### src/rtl/irqc_pkg.sv
package irqc_pkg;
  localparam int NUM_GRP = 3;
  localparam int GRP_RX   = 0;
  localparam int GRP_TX   = 1;
  localparam int GRP_MISC = 2;

  localparam int OFS_W    = 3;
  localparam int SUM_PAGE = NUM_GRP;

  localparam logic [OFS_W-1:0] OFS_CAUSE = 3'd0;
  localparam logic [OFS_W-1:0] OFS_MSET  = 3'd1;
  localparam logic [OFS_W-1:0] OFS_MCLR  = 3'd2;
  localparam logic [OFS_W-1:0] OFS_CSET  = 3'd3;
  localparam logic [OFS_W-1:0] OFS_MODE  = 3'd4;
  localparam logic [OFS_W-1:0] OFS_MASK  = 3'd5;

  localparam logic [OFS_W-1:0] OFS_SUM   = 3'd0;
  localparam logic [OFS_W-1:0] OFS_SMASK = 3'd1;

  typedef struct packed {
    logic cause_wr;
    logic mset_wr;
    logic mclr_wr;
    logic cset_wr;
    logic mode_wr;
    logic cause_rd;
  } grp_strb_t;
endpackage

### src/rtl/irqc_group.sv
module irqc_group
  import irqc_pkg::*;
#(
  parameter int DW = 32
) (
  input  logic          clk,
  input  logic          rst_n,
  input  grp_strb_t     strb,
  input  logic [DW-1:0] wdata,
  input  logic [DW-1:0] evt,
  output logic [DW-1:0] cause_q,
  output logic [DW-1:0] mask_q,
  output logic [DW-1:0] mode_q,
  output logic          pend
);

  logic [DW-1:0] cause_d, mask_d, mode_d;
  logic [DW-1:0] clr_vec, set_vec;
  logic          cause_en, mask_en, mode_en;

  // next-state: events and forced sets are applied after clears, so they win
  always_comb begin
    clr_vec  = '0;
    set_vec  = evt;
    if (strb.cause_rd) clr_vec = clr_vec | mode_q;
    if (strb.cause_wr) clr_vec = clr_vec | (wdata & ~mode_q);
    if (strb.cset_wr)  set_vec = set_vec | wdata;
    cause_d  = (cause_q & ~clr_vec) | set_vec;
    cause_en = strb.cause_rd | strb.cause_wr | strb.cset_wr | (|evt);

    mask_d = mask_q;
    if (strb.mset_wr) mask_d = mask_d | wdata;
    if (strb.mclr_wr) mask_d = mask_d & ~wdata;
    mask_en = strb.mset_wr | strb.mclr_wr;

    mode_d  = wdata;
    mode_en = strb.mode_wr;
  end

  always_ff @(posedge clk or negedge rst_n) begin
    if (!rst_n) begin
      cause_q <= '0;
      mask_q  <= '1;
      mode_q  <= '0;
    end else begin
      if (cause_en) cause_q <= cause_d;
      if (mask_en)  mask_q  <= mask_d;
      if (mode_en)  mode_q  <= mode_d;
    end
  end

  assign pend = |(cause_q & ~mask_q);

endmodule

### src/rtl/irqc_summary.sv
module irqc_summary #(
  parameter int DW = 32,
  parameter int NG = 3
) (
  input  logic          clk,
  input  logic          rst_n,
  input  logic [NG-1:0] grp_pend,
  input  logic          sum_rd,
  input  logic          smask_wr,
  input  logic [DW-1:0] wdata,
  output logic [NG-1:0] sum_q,
  output logic [DW-1:0] smask_q,
  output logic          irq
);

  logic [NG-1:0] sum_d;
  logic          sum_en;
  logic [DW-1:0] smask_d;
  logic          smask_en;

  always_comb begin
    sum_d    = (sum_rd ? '0 : sum_q) | grp_pend;
    sum_en   = sum_rd | (|grp_pend);
    smask_d  = wdata;
    smask_en = smask_wr;
  end

  always_ff @(posedge clk or negedge rst_n) begin
    if (!rst_n) begin
      sum_q   <= '0;
      smask_q <= '1;
    end else begin
      if (sum_en)   sum_q   <= sum_d;
      if (smask_en) smask_q <= smask_d;
    end
  end

  assign irq = |(sum_q & ~smask_q[NG-1:0]);

endmodule

### src/rtl/irqc_decode.sv
module irqc_decode
  import irqc_pkg::*;
#(
  parameter int DW     = 32,
  parameter int ADDR_W = 5
) (
  input  logic                            reg_en,
  input  logic                            reg_wr,
  input  logic [ADDR_W-1:0]               reg_addr,
  input  logic [NUM_GRP-1:0][DW-1:0]      cause_all,
  input  logic [NUM_GRP-1:0][DW-1:0]      mask_all,
  input  logic [NUM_GRP-1:0][DW-1:0]      mode_all,
  input  logic [NUM_GRP-1:0]              sum_q,
  input  logic [DW-1:0]                   smask_q,
  output grp_strb_t [NUM_GRP-1:0]         strb,
  output logic                            sum_rd,
  output logic                            smask_wr,
  output logic [DW-1:0]                   rdata
);

  localparam int PAGE_W = ADDR_W - OFS_W;

  logic [PAGE_W-1:0] page;
  logic [OFS_W-1:0]  ofs;
  logic              wr_stb, rd_stb;

  assign page   = reg_addr[ADDR_W-1:OFS_W];
  assign ofs    = reg_addr[OFS_W-1:0];
  assign wr_stb = reg_en & reg_wr;
  assign rd_stb = reg_en & ~reg_wr;

  always_comb begin
    strb     = '0;
    sum_rd   = 1'b0;
    smask_wr = 1'b0;
    rdata    = '0;
    for (int g = 0; g < NUM_GRP; g++) begin
      if (page == PAGE_W'(g)) begin
        strb[g].cause_wr = wr_stb & (ofs == OFS_CAUSE);
        strb[g].mset_wr  = wr_stb & (ofs == OFS_MSET);
        strb[g].mclr_wr  = wr_stb & (ofs == OFS_MCLR);
        strb[g].cset_wr  = wr_stb & (ofs == OFS_CSET);
        strb[g].mode_wr  = wr_stb & (ofs == OFS_MODE);
        strb[g].cause_rd = rd_stb & (ofs == OFS_CAUSE);
        if (rd_stb) begin
          case (ofs)
            OFS_CAUSE: rdata = cause_all[g];
            OFS_MODE:  rdata = mode_all[g];
            OFS_MASK:  rdata = mask_all[g];
            default:   rdata = '0;
          endcase
        end
      end
    end
    if (page == PAGE_W'(SUM_PAGE)) begin
      sum_rd   = rd_stb & (ofs == OFS_SUM);
      smask_wr = wr_stb & (ofs == OFS_SMASK);
      if (rd_stb) begin
        case (ofs)
          OFS_SUM:   rdata = DW'(sum_q);
          OFS_SMASK: rdata = smask_q;
          default:   rdata = '0;
        endcase
      end
    end
  end

endmodule

### src/rtl/irq_cause_ctrl.sv
module irq_cause_ctrl
  import irqc_pkg::*;
#(
  parameter int DW     = 32,
  parameter int ADDR_W = 5
) (
  input  logic              clk,
  input  logic              rst_n,
  input  logic              reg_en,
  input  logic              reg_wr,
  input  logic [ADDR_W-1:0] reg_addr,
  input  logic [DW-1:0]     reg_wdata,
  output logic [DW-1:0]     reg_rdata,
  input  logic [DW-1:0]     rx_evt,
  input  logic [DW-1:0]     tx_evt,
  input  logic [DW-1:0]     misc_evt,
  output logic              irq
);

  logic [1:0] rst_pipe;
  logic       rst_sn;

  always_ff @(posedge clk or negedge rst_n) begin
    if (!rst_n) rst_pipe <= '0;
    else        rst_pipe <= {rst_pipe[0], 1'b1};
  end
  assign rst_sn = rst_pipe[1];

  logic [NUM_GRP-1:0][DW-1:0] evt_all, cause_all, mask_all, mode_all;
  grp_strb_t [NUM_GRP-1:0]    strb;
  logic [NUM_GRP-1:0]         grp_pend, sum_q;
  logic [DW-1:0]              smask_q;
  logic                       sum_rd, smask_wr;

  assign evt_all[GRP_RX]   = rx_evt;
  assign evt_all[GRP_TX]   = tx_evt;
  assign evt_all[GRP_MISC] = misc_evt;

  irqc_decode #(.DW(DW), .ADDR_W(ADDR_W)) u_dec (
    .reg_en    (reg_en),
    .reg_wr    (reg_wr),
    .reg_addr  (reg_addr),
    .cause_all (cause_all),
    .mask_all  (mask_all),
    .mode_all  (mode_all),
    .sum_q     (sum_q),
    .smask_q   (smask_q),
    .strb      (strb),
    .sum_rd    (sum_rd),
    .smask_wr  (smask_wr),
    .rdata     (reg_rdata)
  );

  for (genvar g = 0; g < NUM_GRP; g++) begin : g_grp
    irqc_group #(.DW(DW)) u_grp (
      .clk     (clk),
      .rst_n   (rst_sn),
      .strb    (strb[g]),
      .wdata   (reg_wdata),
      .evt     (evt_all[g]),
      .cause_q (cause_all[g]),
      .mask_q  (mask_all[g]),
      .mode_q  (mode_all[g]),
      .pend    (grp_pend[g])
    );
  end

  irqc_summary #(.DW(DW), .NG(NUM_GRP)) u_sum (
    .clk      (clk),
    .rst_n    (rst_sn),
    .grp_pend (grp_pend),
    .sum_rd   (sum_rd),
    .smask_wr (smask_wr),
    .wdata    (reg_wdata),
    .sum_q    (sum_q),
    .smask_q  (smask_q),
    .irq      (irq)
  );

endmodule

### config.mk
export PLATFORM = sky130hd
export DESIGN_NAME = irq_cause_ctrl
export DESIGN_NICKNAME = d
export VERILOG_FILES = /design/src/rtl/irqc_pkg.sv /design/src/rtl/irqc_group.sv /design/src/rtl/irqc_summary.sv /design/src/rtl/irqc_decode.sv /design/src/rtl/irq_cause_ctrl.sv
export SDC_FILE = /design/constraint.sdc
export NUM_CORES = 1
export LEC_CHECK = 0
export BUFFER_PORTS_ARGS = -buffer_cell sky130_fd_sc_hd__buf_2
export CAP_MARGIN = 40
export CORE_MARGIN = 4
export CORE_UTILIZATION = 30
export CTS_BUF_LIST = sky130_fd_sc_hd__clkbuf_16
export DETAILED_ROUTE_END_ITERATION = 12
export GPL_TIMING_DRIVEN = 0
export MAX_ROUTING_LAYER = met4
export PLACE_DENSITY = 0.57
export SLEW_MARGIN = 10
export SYNTH_ARGS = -nofsm -noshare
export SYNTH_HDL_FRONTEND = slang
export SYNTH_SLANG_ARGS = --single-unit
### constraint.sdc
create_clock -name clk -period 9.2 [get_ports clk]
set_input_delay 1.84 -clock clk [delete_from_list [all_inputs] [get_ports clk]]
set_output_delay 1.84 -clock clk [all_outputs]
set_load 0.02 [all_outputs]
# Word-level counts from Yosys, hierarchy flattened

Index checks and enable logic that the tools add are counted.
Widths: inputs -> output; s select.

Bits in writable memories: 0
Word-level logic and storage cells: 122
Output and inout bits: 33
Flip-flop bits (word level): 325
ROM bits: 0
Memories kept: 0
Bits in latches: 0

Add/subtract/negate cells: 0
$mul: 0
Eq/ne operators: 8
Order comparisons: 0
Reduce and logical (&&, ||, !) cells: 10
Div/mod/pow operators: 0
Bitwise gates (word level): 59
Multiplexer cells: 33
Shift operators: 0

Operators with widths:

| cell               | count |
|---|---|
| $mux 32            | 23 |
| $and 32x32->32     | 12 |
| $or 32x32->32      | 12 |
| $not 32->32        | 10 |
| $pmux 32 s3        | 3 |
| $reduce_or 32->1   | 6 |
| $reduce_or 96->1   | 1 |
| $pmux 32 s2        | 1 |
| $mux 6             | 3 |
| $or 1x1->1         | 13 |
| $and 1x1->1        | 8 |
| $eq 3x2->1 const B | 2 |
| $eq 3x3->1 const B | 2 |
| $eq 2x2->1 const B | 2 |
| $and 3x3->3        | 1 |
| $eq 3x1->1 const B | 1 |
| $logic_not 3->1    | 1 |
| $mux 3             | 1 |
| $not 3->3          | 1 |
| $or 3x3->3         | 1 |
| $reduce_or 3->1    | 1 |
| $eq 2x1->1 const B | 1 |
| $logic_not 2->1    | 1 |
| $mux 1             | 2 |
| $not 1->1          | 1 |

# Depth between registers and ports, before layout

Gate-level depths: netlist of the first run.

Depth after elaboration: 10
Mapped depth: 8
Gate-level depth less buffers: 4

# Hierarchy

From an unflattened synthesis of the first run, not the netlist that was laid out.

Cell total of the unflattened synthesis: 1756
Area total of the unflattened synthesis: 17715.7 µm²

Modules (own cells, without submodules):

| module         | cells an instance | area each (µm²) | times used |
|---|---|---|---|
| irqc_group     | 424               | 4372.9          | 3 |
| irqc_decode    | 402               | 3034.2          | 1 |
| irqc_summary   | 79                | 1508.9          | 1 |
| irq_cause_ctrl | 3                 | 53.8            | 1 |

# Least setup slack after synthesis of the first run

OpenSTA, ideal clock, no wires.

Path kind: in2out
Start point: input reg_addr[3]
End point: output reg_rdata[1]
Cell stages on the path: 6
Data required time: 7360 ps
Data arrival time: 3484 ps
Setup slack: 3876 ps
Cell sequence: buf_2 nand2_1 or4b_4 buf_6 buf_6 o31ai_1

Cells in the longest elaborated chain, start to end: 8
Elaborated cells between the ends (all ways): 11

Ends and longest elaborated chain:

| element            | RTL line             | source |
|---|---|---|
| start: declaration | irq_cause_ctrl.sv:11 | `input logic [ADDR_W-1:0] reg_addr,` |
| $logic_not 2->1    | irqc_decode.sv:38    | `if (page == PAGE_W'(g)) begin` |
| $mux 32            | irqc_decode.sv:38    |  |
| $mux 32            | irqc_decode.sv:45    | `if (rd_stb) begin` |
| $mux 32            | irqc_decode.sv:38    |  |
| $mux 32            | irqc_decode.sv:45    |  |
| $mux 32            | irqc_decode.sv:38    |  |
| $mux 32            | irqc_decode.sv:58    | `if (rd_stb) begin` |
| $mux 32 *          | irqc_decode.sv:55    | `if (page == PAGE_W'(SUM_PAGE)) begin` |
| end: declaration   | irq_cause_ctrl.sv:13 | `output logic [DW-1:0] reg_rdata,` |

Every way passes the cells marked *; elsewhere a longest branch is shown, timed or not.

# Worst setup path after layout of the first run

Start point: input reg_addr[0]
End point: output reg_rdata[21]

Cells in the longest elaborated chain, start to end: 10
Elaborated cells between the ends (all ways): 16

Ends and longest elaborated chain:

| element                                              | RTL line                             | source |
|---|---|---|
| $eq 3x3->1 / $logic_not 3->1 (equally long branches) | irqc_decode.sv:46, irqc_decode.sv:59 |  |
| $pmux 32 s3                                          | irqc_decode.sv:46                    | `case (ofs)` |
| $mux 32                                              | irqc_decode.sv:45                    |  |
| $mux 32                                              | irqc_decode.sv:38                    |  |
| $mux 32                                              | irqc_decode.sv:45                    |  |
| $mux 32                                              | irqc_decode.sv:38                    |  |
| $mux 32                                              | irqc_decode.sv:45                    |  |
| $mux 32                                              | irqc_decode.sv:38                    |  |
| $mux 32                                              | irqc_decode.sv:58                    |  |
| $mux 32 *                                            | irqc_decode.sv:55                    |  |

Marks and branches as above.

==> results.md, run 1 <==
* Mean Syn Cell Area at 10.4 sq um
* Fraction of met2 tracks used by global routing at 0.413
* Total congestion overflow after global routing at 0
* Number of placement rows at 87
* Synthesized cell area at 0.0173 sq mm
* Ports at 170
* Share of the clock period used by the worst path after layout at 0.746
* Reg clk slew, reported paths at 0.05 ns
* Shortest clock period the worst path allows after layout at 6.86 ns
* VDD IR max at 0.000110 V
* Net switching fraction of the power at 0.291
* Top FF cell, synth: sky130_fd_sc_hd__dfrtp_1
* H-tree depth at 2
* EDFF count, synth at 0
* Reported leakage power at 8.46 nW
* Largest area contributor in the synthesized netlist: sky130_fd_sc_hd__dfrtp_1
* Number of vias per cell at 6.13
* Final net count at 2003
* Part of the Yosys area used for sequential elements at 0.480
* Switching power of the nets at 1.11 mW
* Setup repair after global routing missed its margin: no
* Worst-path fanout max at 10
* Final Hold Violating Endpoints at 0
* Total clock buffers created by CTS at 39
* Total of endpoints with negative setup slack in the final report at 0
* Crit path kind: in -> out
* Syn Nets at 1794
* Outcome: finished, final reports clean
* Met3 usage at 0.0744
* Horizontal die dimension at 248 um
* Rel. slew slack at 0.340
* Largest net degree at the start of global routing at 61
* Hold buffer count at CTS at 0
* Remaining number of nets flagged by the antenna check after routing at 0
* Drt wl/cell at 32.7 um
* Internal Power at 2.70 mW
* Maxcap violations at 0
* Number of standard cells in the layout, taps in and fillers out at 2656
* Most common cell after layout, fill and taps aside: sky130_fd_sc_hd__a21oi_1
* Most Crowded Layer GR: met2
* Number of design-rule violations left by the first detailed-router iteration at 2381
* Count of cell types in the netlist at 53
* Clock tree sinks at 325
* Power per standard cell area at 185 mW/mm^2
* Path class of the lowest-slack min-delay path: reg -> reg
* Number of buffers inserted by port buffering at 134
* Wire length of the first global-routing pass at 120000 um
* Syn. warnings at 0
* Highest-count cells in the layout ignoring fill and taps: sky130_fd_sc_hd__a21oi_1, sky130_fd_sc_hd__dfrtp_1, sky130_fd_sc_hd__buf_2
* Total of fill cells in the finished design at 5750
* Share of total power in sequential cells at 0.463
* Total iterations of the first detailed-routing run at 6
* Data arrival time at the worst-slack endpoint at 5.02 ns
* Initial Util at 0.304
* Cell area after placement at 0.0193 sq mm
* Fin Clk Skew at 0.0233 ns
* Die area at 0.0615 sq mm
* Count of mapped cells out of synthesis at 1657
* Top achievable clock speed at 146 MHz
* Relative contribution of combinational cells to total power at 0.133
* Most area-consuming cells after synthesis: sky130_fd_sc_hd__dfrtp_1, sky130_fd_sc_hd__dfstp_2, sky130_fd_sc_hd__mux2_2, sky130_fd_sc_hd__a21oi_1, sky130_fd_sc_hd__a221o_1
* Endpoint kind of the worst setup timing path: output port
* Ratio of cells with drive above 1 in the final layout at 0.301
* Post-detail-place hpwl at 63700 um
* Final standard cell utilization of the core at 0.363
* Via count of the first global-routing pass at 15700
* Die extent in y at 248 um
* Count of placed standard cells including taps at 2578
* Detailed-route via count at 16300
* Data required time at the worst endpoint at 7.36 ns
* Measured slew at the worst slew-check pin at 0.990 ns
* Post-CTS setup buffer count at 0
* Fraction of registers with async set/reset at 1.00
* Wire length after detailed routing at 86800 um
* Critical path startpoint category: primary input
* Final slew viol count at 0
* Overall global routing resource usage at 0.284
* Resized Gates After CTS at 0
* Antenna violations before repair at 5
* Share of the synthesized area in the top cell type at 0.285
* Global placer's final weighted congestion at 1.06
* TritonCTS clock tree: yes
* Clock latency on the worst-skew pair at 0.58 ns
* Core Area at 0.0567 sq mm
* Cell at the root of the clock tree: sky130_fd_sc_hd__clkbuf_16
* Final routed DRC violation total at 0
* Setup_tns at 0 ns
* Layout overhead on the synthesized area at 19.4%
* Clock buffer depth at 3
* Total of flip-flops plus latches after synthesis at 325
* GR Layer Usage met1 at 0.376
* Layout Cell Area excl Fill at 0.0206 sq mm
* Clock network power share at 0.404
==> worst max-delay path, stage by stage <==
cell                       delay (ns)
sky130_fd_sc_hd__buf_2           0.15
sky130_fd_sc_hd__buf_2           0.30
sky130_fd_sc_hd__nand2b_1        0.20
sky130_fd_sc_hd__nor4_2          0.65
sky130_fd_sc_hd__buf_2           0.52
sky130_fd_sc_hd__clkbuf_1        0.79
sky130_fd_sc_hd__nand2_1         0.17
sky130_fd_sc_hd__o41ai_2         0.13
sky130_fd_sc_hd__buf_2           0.25
==> area by class of cell <==
class	count	area, sq um	share of cell area
diodes	3	7.51	0.000364
plain buffers	181	776	0.0376
clock buffers	40	1000	0.0486
clock inverters	32	223	0.0108
inverters	66	248	0.0120
multi-input cells	1085	7950	0.386
flip-flops and latches	325	8300	0.403
well taps	756	946	0.0459
repair buffers	168	1160	0.0563
==> metrics by stage <==
step	worst slack, ns	hold WS, ns	power [mW]
global route	2.40	0.370	3.92
global placement	1.56	0.336	2.23
floorplan	3.88	0.331	2.02
finish	2.34	0.360	3.81
CTS	2.55	0.367	3.80
detailed placement	2.56	0.341	2.27
==> power groups by stage <==
stage               sequential, mW  combinational (mW)  clock, mW
floorplan                     1.73               0.286          0
global placement              1.79               0.440          0
detailed placement            1.78               0.492          0
CTS                           1.75               0.494       1.55
global route                  1.77               0.535       1.61
finish                        1.76               0.506       1.54
==> final timing paths <==
kind	startpoint	endpoint	slack, ns	cells past startpoint
max in group asynchronous	rst_pipe[1]	u_sum.smask_q[28]	7.32	3
worst min-delay path	rst_pipe[0]	rst_pipe[1]	0.36	0
worst max register to register	flip-flop	u_sum.sum_q[0]	7.25	4
min in group asynchronous	rst_pipe[1]	g_grp[2].u_grp.mode_q[14]	0.39	0
worst max-delay path	reg_addr[0]	reg_rdata[21]	2.34	9
worst min register to register	rst_pipe[0]	rst_pipe[1]	0.36	0
==> Yosys cell counts, drive strengths merged (2+ instances only) <==
| library cell | n |
|---|---|
| a21oi | 292 |
| dfrtp | 197 |
| mux2 | 147 |
| dfstp | 128 |
| a221o | 98 |
| nand3b | 97 |
| buf | 91 |
| clkbuf | 90 |
| nand2 | 68 |
| inv | 66 |
| nand2b | 41 |
| a21boi | 36 |
| mux2i | 32 |
| o211ai | 32 |
| o21ai | 30 |
| a22oi | 27 |
| o22ai | 25 |
| a32o | 22 |
| nor2 | 18 |
| a221oi | 16 |
| a31oi | 16 |
| o2111ai | 15 |
| nor3 | 12 |
| nor4 | 10 |
| nand3 | 7 |
| nor4b | 7 |
| o41ai | 7 |
| a22o | 3 |
| or3 | 3 |
| and2 | 2 |
| and3 | 2 |
| o211a | 2 |
| o221ai | 2 |
| o31ai | 2 |
| or2 | 2 |
==> kinds of logic (layout without fill, tap and decap cells) <==
logic type	count (synthesis)	after routing	share of synthesized area
AOI/OAI and AO/OA	631	631	0.249
DFF	325	325	0.480
and+or+nand+nor	274	274	0.0969
buffers and inverters	247	487	0.0592
muxes	179	179	0.114
other	1	4	0.000217
==> per-layer routing <==
metal | vias up | part of all wire
li1 | 6668 | -
met1 | 8265 | 0.41
met2 | 1110 | 0.43
met3 | 241 | 0.10
met4 | 0 | 0.052
met5 | - | 0
No activity file was read; power rests on OpenSTA's default activity.
==> run 2, diff against run 1 <==
--- a/config.mk
+++ b/config.mk
@@ -5,6 +5,7 @@
 export SDC_FILE = /design/constraint.sdc
 export NUM_CORES = 1
 export LEC_CHECK = 0
+export ABC_AREA = 1
 export BUFFER_PORTS_ARGS = -buffer_cell sky130_fd_sc_hd__buf_2
 export CAP_MARGIN = 40
 export CORE_MARGIN = 4
@@ -13,7 +14,7 @@
 export DETAILED_ROUTE_END_ITERATION = 12
 export GPL_TIMING_DRIVEN = 0
 export MAX_ROUTING_LAYER = met4
-export PLACE_DENSITY = 0.57
+export PLACE_DENSITY = 0.55
 export SLEW_MARGIN = 10
 export SYNTH_ARGS = -nofsm -noshare
 export SYNTH_HDL_FRONTEND = slang
==> constraint.sdc (replaced) <==
create_clock -name clk -period 7.2 [get_ports clk]
set_input_delay 1.44 -clock clk [delete_from_list [all_inputs] [get_ports clk]]
set_output_delay 1.44 -clock clk [all_outputs]
set_load 0.02 [all_outputs]
==> run 2 against run 1 <==
  * Power up 33%
  * Synthesized cell count up 83%
  * Via count up 36%
  * Register-to-register slack worse by 1.7 ns
  * Highest routed layer unchanged
  * Cell count up 57%
  * Non-clock buffer count up 39
  * Count of clock-buffer cells in the layout up 1
  * Global-route usage down 1.1 points
  * Die area up 13%
==> results.md, run 2 <==
* Path class of the lowest-slack min-delay path: reg -> async (was reg -> reg)
* Top achievable clock speed at 178 MHz
* Ratio of cells with drive above 1 in the final layout at 0.120 (was 0.301)
* Share of the clock period used by the worst path after layout at 0.782
* Total iterations of the first detailed-routing run at 8 (was 6)
* Setup slack of the worst register-to-register path at 5.55 ns (was 7.25 ns)
* Ports at 170 (unchanged)
* Post-CTS setup buffer count at 0 (unchanged)
* Routed length on met1 at 39500 um (was 35800 um)
* Most area-consuming cells after synthesis: sky130_fd_sc_hd__dfrtp_1, sky130_fd_sc_hd__nand2_1, sky130_fd_sc_hd__dfstp_2, sky130_fd_sc_hd__nand3_1, sky130_fd_sc_hd__nor2_1 (was sky130_fd_sc_hd__dfrtp_1, sky130_fd_sc_hd__dfstp_2, sky130_fd_sc_hd__mux2_2, sky130_fd_sc_hd__a21oi_1, sky130_fd_sc_hd__a221o_1)
* Ordered list of cells on the worst path: buf_2, inv_2, buf_2, clkbuf_1, clkbuf_1, nand4_1, nand2_1, nor2_1, nor2_1, nand2_1, nand2_1, buf_2 (was buf_2, buf_2, nand2b_1, nor4_2, buf_2, clkbuf_1, nand2_1, o41ai_2, buf_2)
* Total congestion overflow after global routing at 0 (unchanged)
* Post-detail-place hpwl at 68900 um (was 63700 um)
* VDD IR max at 0.000128 V (was 0.000110 V)
* Top routing layer used: met4 (unchanged)
* Final Total Pwr at 5.06 mW (was 3.81 mW)
* Layout overhead on the synthesized area at 18.8% (was 19.4%)
* Overall global routing resource usage at 0.273 (was 0.284)
* Core Area at 0.0646 sq mm (was 0.0567 sq mm)
* Via count of the first global-routing pass at 20300 (was 15700)
* Antenna violations before repair at 1 (was 5)
* Data arrival time at the worst-slack endpoint at 4.19 ns (was 5.02 ns)
* Final Hold Violating Endpoints at 0 (unchanged)
* Number of vias per cell at 5.32 (was 6.13)
* Horizontal die dimension at 264 um (was 248 um)
* Part of the Yosys area used for sequential elements at 0.422 (was 0.480)
* Count of mapped cells out of synthesis at 3029 (was 1657)
* Most used standard cell by instance count after synthesis: sky130_fd_sc_hd__nand2_1 (was sky130_fd_sc_hd__a21oi_1)
* Clock latency on the worst-skew pair at 0.58 ns (about the same)
* Resized Gates After CTS at 0 (unchanged)
* Share of the synthesized area in the top cell type at 0.251 (was 0.285)
* Hold buffer count at CTS at 0 (unchanged)
* Setup repair after global routing missed its margin: no (unchanged)
* Outcome: finished, final reports clean (unchanged)
* Highest-count cells in the layout ignoring fill and taps: sky130_fd_sc_hd__nand2_1, sky130_fd_sc_hd__nor2_1, sky130_fd_sc_hd__inv_1 (was sky130_fd_sc_hd__a21oi_1, sky130_fd_sc_hd__dfrtp_1, sky130_fd_sc_hd__buf_2)
* List of most frequent post-synthesis cells: sky130_fd_sc_hd__nand2_1, sky130_fd_sc_hd__nor2_1, sky130_fd_sc_hd__nand3_1 (was sky130_fd_sc_hd__a21oi_1, sky130_fd_sc_hd__dfrtp_1, sky130_fd_sc_hd__mux2_2)
* Wire length of the first global-routing pass at 137000 um (was 120000 um)
* Fraction of the mapped netlist area in simple logic gates at 0.419 (was 0.0969)
* Remaining number of nets flagged by the antenna check after routing at 0 (unchanged)
* Reg clk slew, reported paths at 0.06 ns (was 0.05 ns)
* Wire length after detailed routing at 96300 um (was 86800 um)
* Reported leakage power at 11.7 nW (was 8.46 nW)
* Syn. warnings at 0 (unchanged)
* Total of flip-flops plus latches after synthesis at 325 (unchanged)
* Drt wl/cell at 23.1 um (was 32.7 um)
* Fin Clk Skew at 0.0199 ns (was 0.0233 ns)
* Count of placed standard cells including taps at 4087 (was 2578)
* Stage delay of the slowest cell on the critical path at 0.84 ns (was 0.79 ns)
* Final net count at 3411 (was 2003)
* Most common cell after layout, fill and taps aside: sky130_fd_sc_hd__nand2_1 (was sky130_fd_sc_hd__a21oi_1)
* Cell at the root of the clock tree: sky130_fd_sc_hd__clkbuf_16 (unchanged)
* Minimum setup slack after placement at 1.67 ns (was 2.56 ns)
* Syn Nets at 3166 (was 1794)
* Total clock buffers created by CTS at 39 (unchanged)
* EDFF count, synth at 0 (unchanged)
* Fraction of registers with async set/reset at 1.00 (unchanged)
* Compound-cell area share of the yosys netlist at 0.0586 (was 0.249)
* Global placer's final weighted congestion at 0.985 (was 1.06)
* Number of placement rows at 93 (was 87)
* Die extent in y at 264 um (was 248 um)
* Final routed DRC violation total at 0 (unchanged)
* Final standard cell utilization of the core at 0.361 (was 0.363)
* Sum of buffers and inverters on the critical path at 6 (was 5)
* Shortest clock period the worst path allows after layout at 5.63 ns
* Largest area contributor in the synthesized netlist: sky130_fd_sc_hd__dfrtp_1 (unchanged)
* Rel. slew slack at 0.295 (was 0.340)
* Post-synthesis share of cell area spent on full adders, half adders and majority gates at 0 (unchanged)
* Endpoint kind of the worst setup timing path: output port (unchanged)
* Power per standard cell area at 217 mW/mm^2 (was 185 mW/mm^2)
* Crit path kind: in -> out (unchanged)
* Final worst slack at 1.57 ns (was 2.34 ns)
* Largest net degree at the start of global routing at 61 (unchanged)
* Measured slew at the worst slew-check pin at 1.06 ns (was 0.990 ns)
* Total of endpoints with negative setup slack in the final report at 0 (unchanged)
* Worst-path fanout max at 10 (unchanged)
* Mean Syn Cell Area at 6.48 sq um (was 10.4 sq um)
* Initial Util at 0.304 (about the same)
* Synthesized cell area at 0.0196 sq mm (was 0.0173 sq mm)
* TritonCTS clock tree: yes (unchanged)
* Final slew viol count at 0 (unchanged)
* Detailed-route via count at 22100 (was 16300)
* Kind of cell with the highest combined delay on the critical path: buffers and inverters (unchanged)
* Die area at 0.0696 sq mm (was 0.0615 sq mm)
* Multiplexer fraction of the synthesized cell area at 0 (was 0.114)
* Critical path startpoint category: primary input (unchanged)
* Cell at the slowest stage of the critical path: sky130_fd_sc_hd__clkbuf_1 (unchanged)
* Clock buffer depth at 3 (unchanged)
* Routed wl met2 at 41100 um (was 37500 um)
* Fraction of synthesized cell area in xor and xnor cells at 0 (unchanged)
* Number of standard cells in the layout, taps in and fillers out at 4160 (was 2656)
* Top FF cell, synth: sky130_fd_sc_hd__dfrtp_1 (unchanged)
* Worst Hold Slack at 0.285 ns (was 0.360 ns)
* H-tree depth at 2 (unchanged)
* Number of buffers inserted by port buffering at 166 (was 134)
* Count of cell types in the netlist at 21 (was 53)
* Clock tree sinks at 325 (unchanged)
* Maxcap violations at 0 (unchanged)
* Total of fill cells in the finished design at 7140 (was 5750)
* Data required time at the worst endpoint at 5.76 ns (was 7.36 ns)
* Main combinational cell family by area after synthesis: simple AND/OR/NAND/NOR gates (was compound AO/OA/AOI/OAI gates)
* Number of design-rule violations left by the first detailed-router iteration at 2580 (was 2381)
* Wire length on met3 at 10400 um (was 9030 um)
[run 2: changes by cell type after synthesis, moves of 144 or more]
cell / change
sky130_fd_sc_hd__nand2_1: +992
sky130_fd_sc_hd__nand3_1: +292
sky130_fd_sc_hd__mux2_2: -144
sky130_fd_sc_hd__a21oi_1: -193
sky130_fd_sc_hd__nor2_1: +375
sky130_fd_sc_hd__inv_1: +231
sky130_fd_sc_hd__nand4_1: +195
[run 2: cell families after synthesis]
| group | after synthesis |
|---|---|
| AOI/OAI and AO/OA | 229 |
| other | 1 |
| buffers and inverters | 518 |
| DFF | 325 |
| and+or+nand+nor | 1956 |
[run 2: layer usage]
metal,up-vias,track usage
met3,300,0.0603
met1,10400,0.362
met4,0,0.130
met2,1324,0.397
met5,-,-
li1,10100,-
[run 2: final cells by class]
cell class,count,area [sq um],area share
Antenna cell,1,2.50,0.000107
Buffer,184,708,0.0303
Clock buffer,41,1030,0.0440
Clock inverter,30,193,0.00826
Inverter,334,1250,0.0537
Multi-Input combinational cell,2186,9380,0.402
Sequential cell,325,8300,0.355
Tap cell,855,1070,0.0458
Timing Repair Buffer,204,1410,0.0603
[run 2: final timing paths]
path	from	endpoint	cells past startpoint
max	reg_addr[1]	reg_rdata[19]	12
min	rst_pipe[1]	g_grp[1].u_grp.mode_q[15]	0
max reg2reg	flip-flop	u_sum.sum_q[1]	7
min reg2reg	rst_pipe[1]	g_grp[1].u_grp.mode_q[15]	0
max in group asynchronous	rst_pipe[1]	u_sum.smask_q[29]	3
min in group clk	rst_pipe[0]	rst_pipe[1]	0
[run 2: report_power, final]
| part | internal, mW | switching (mW) | total (mW) |
|---|---|---|---|
| combinational | 0.263 | 0.618 | 0.880 |
| sequential | 2.07 | 0.137 | 2.20 |
| clock | 1.13 | 0.850 | 1.98 |
| total | 3.46 | 1.60 | 5.06 |
[run 2: worst reg2reg max path, cell delays in order (launching register included)]
cell	delay, ns
sky130_fd_sc_hd__dfstp_2	0.53
sky130_fd_sc_hd__inv_1	0.05
sky130_fd_sc_hd__nand2_1	0.10
sky130_fd_sc_hd__nand2_1	0.08
sky130_fd_sc_hd__nor2_1	0.23
sky130_fd_sc_hd__nand2_1	0.16
sky130_fd_sc_hd__nor2_1	0.27
sky130_fd_sc_hd__nand3_1	0.11
[run 2: per-stage QoR]
stage | cell area, sq um | TNS [ns]
finish | 23300 | 0
global route | 23300 | 0
CTS | 23300 | 0
detailed placement | 22100 | 0
global placement | 21500 | -122.81
floorplan | 19600 | 0
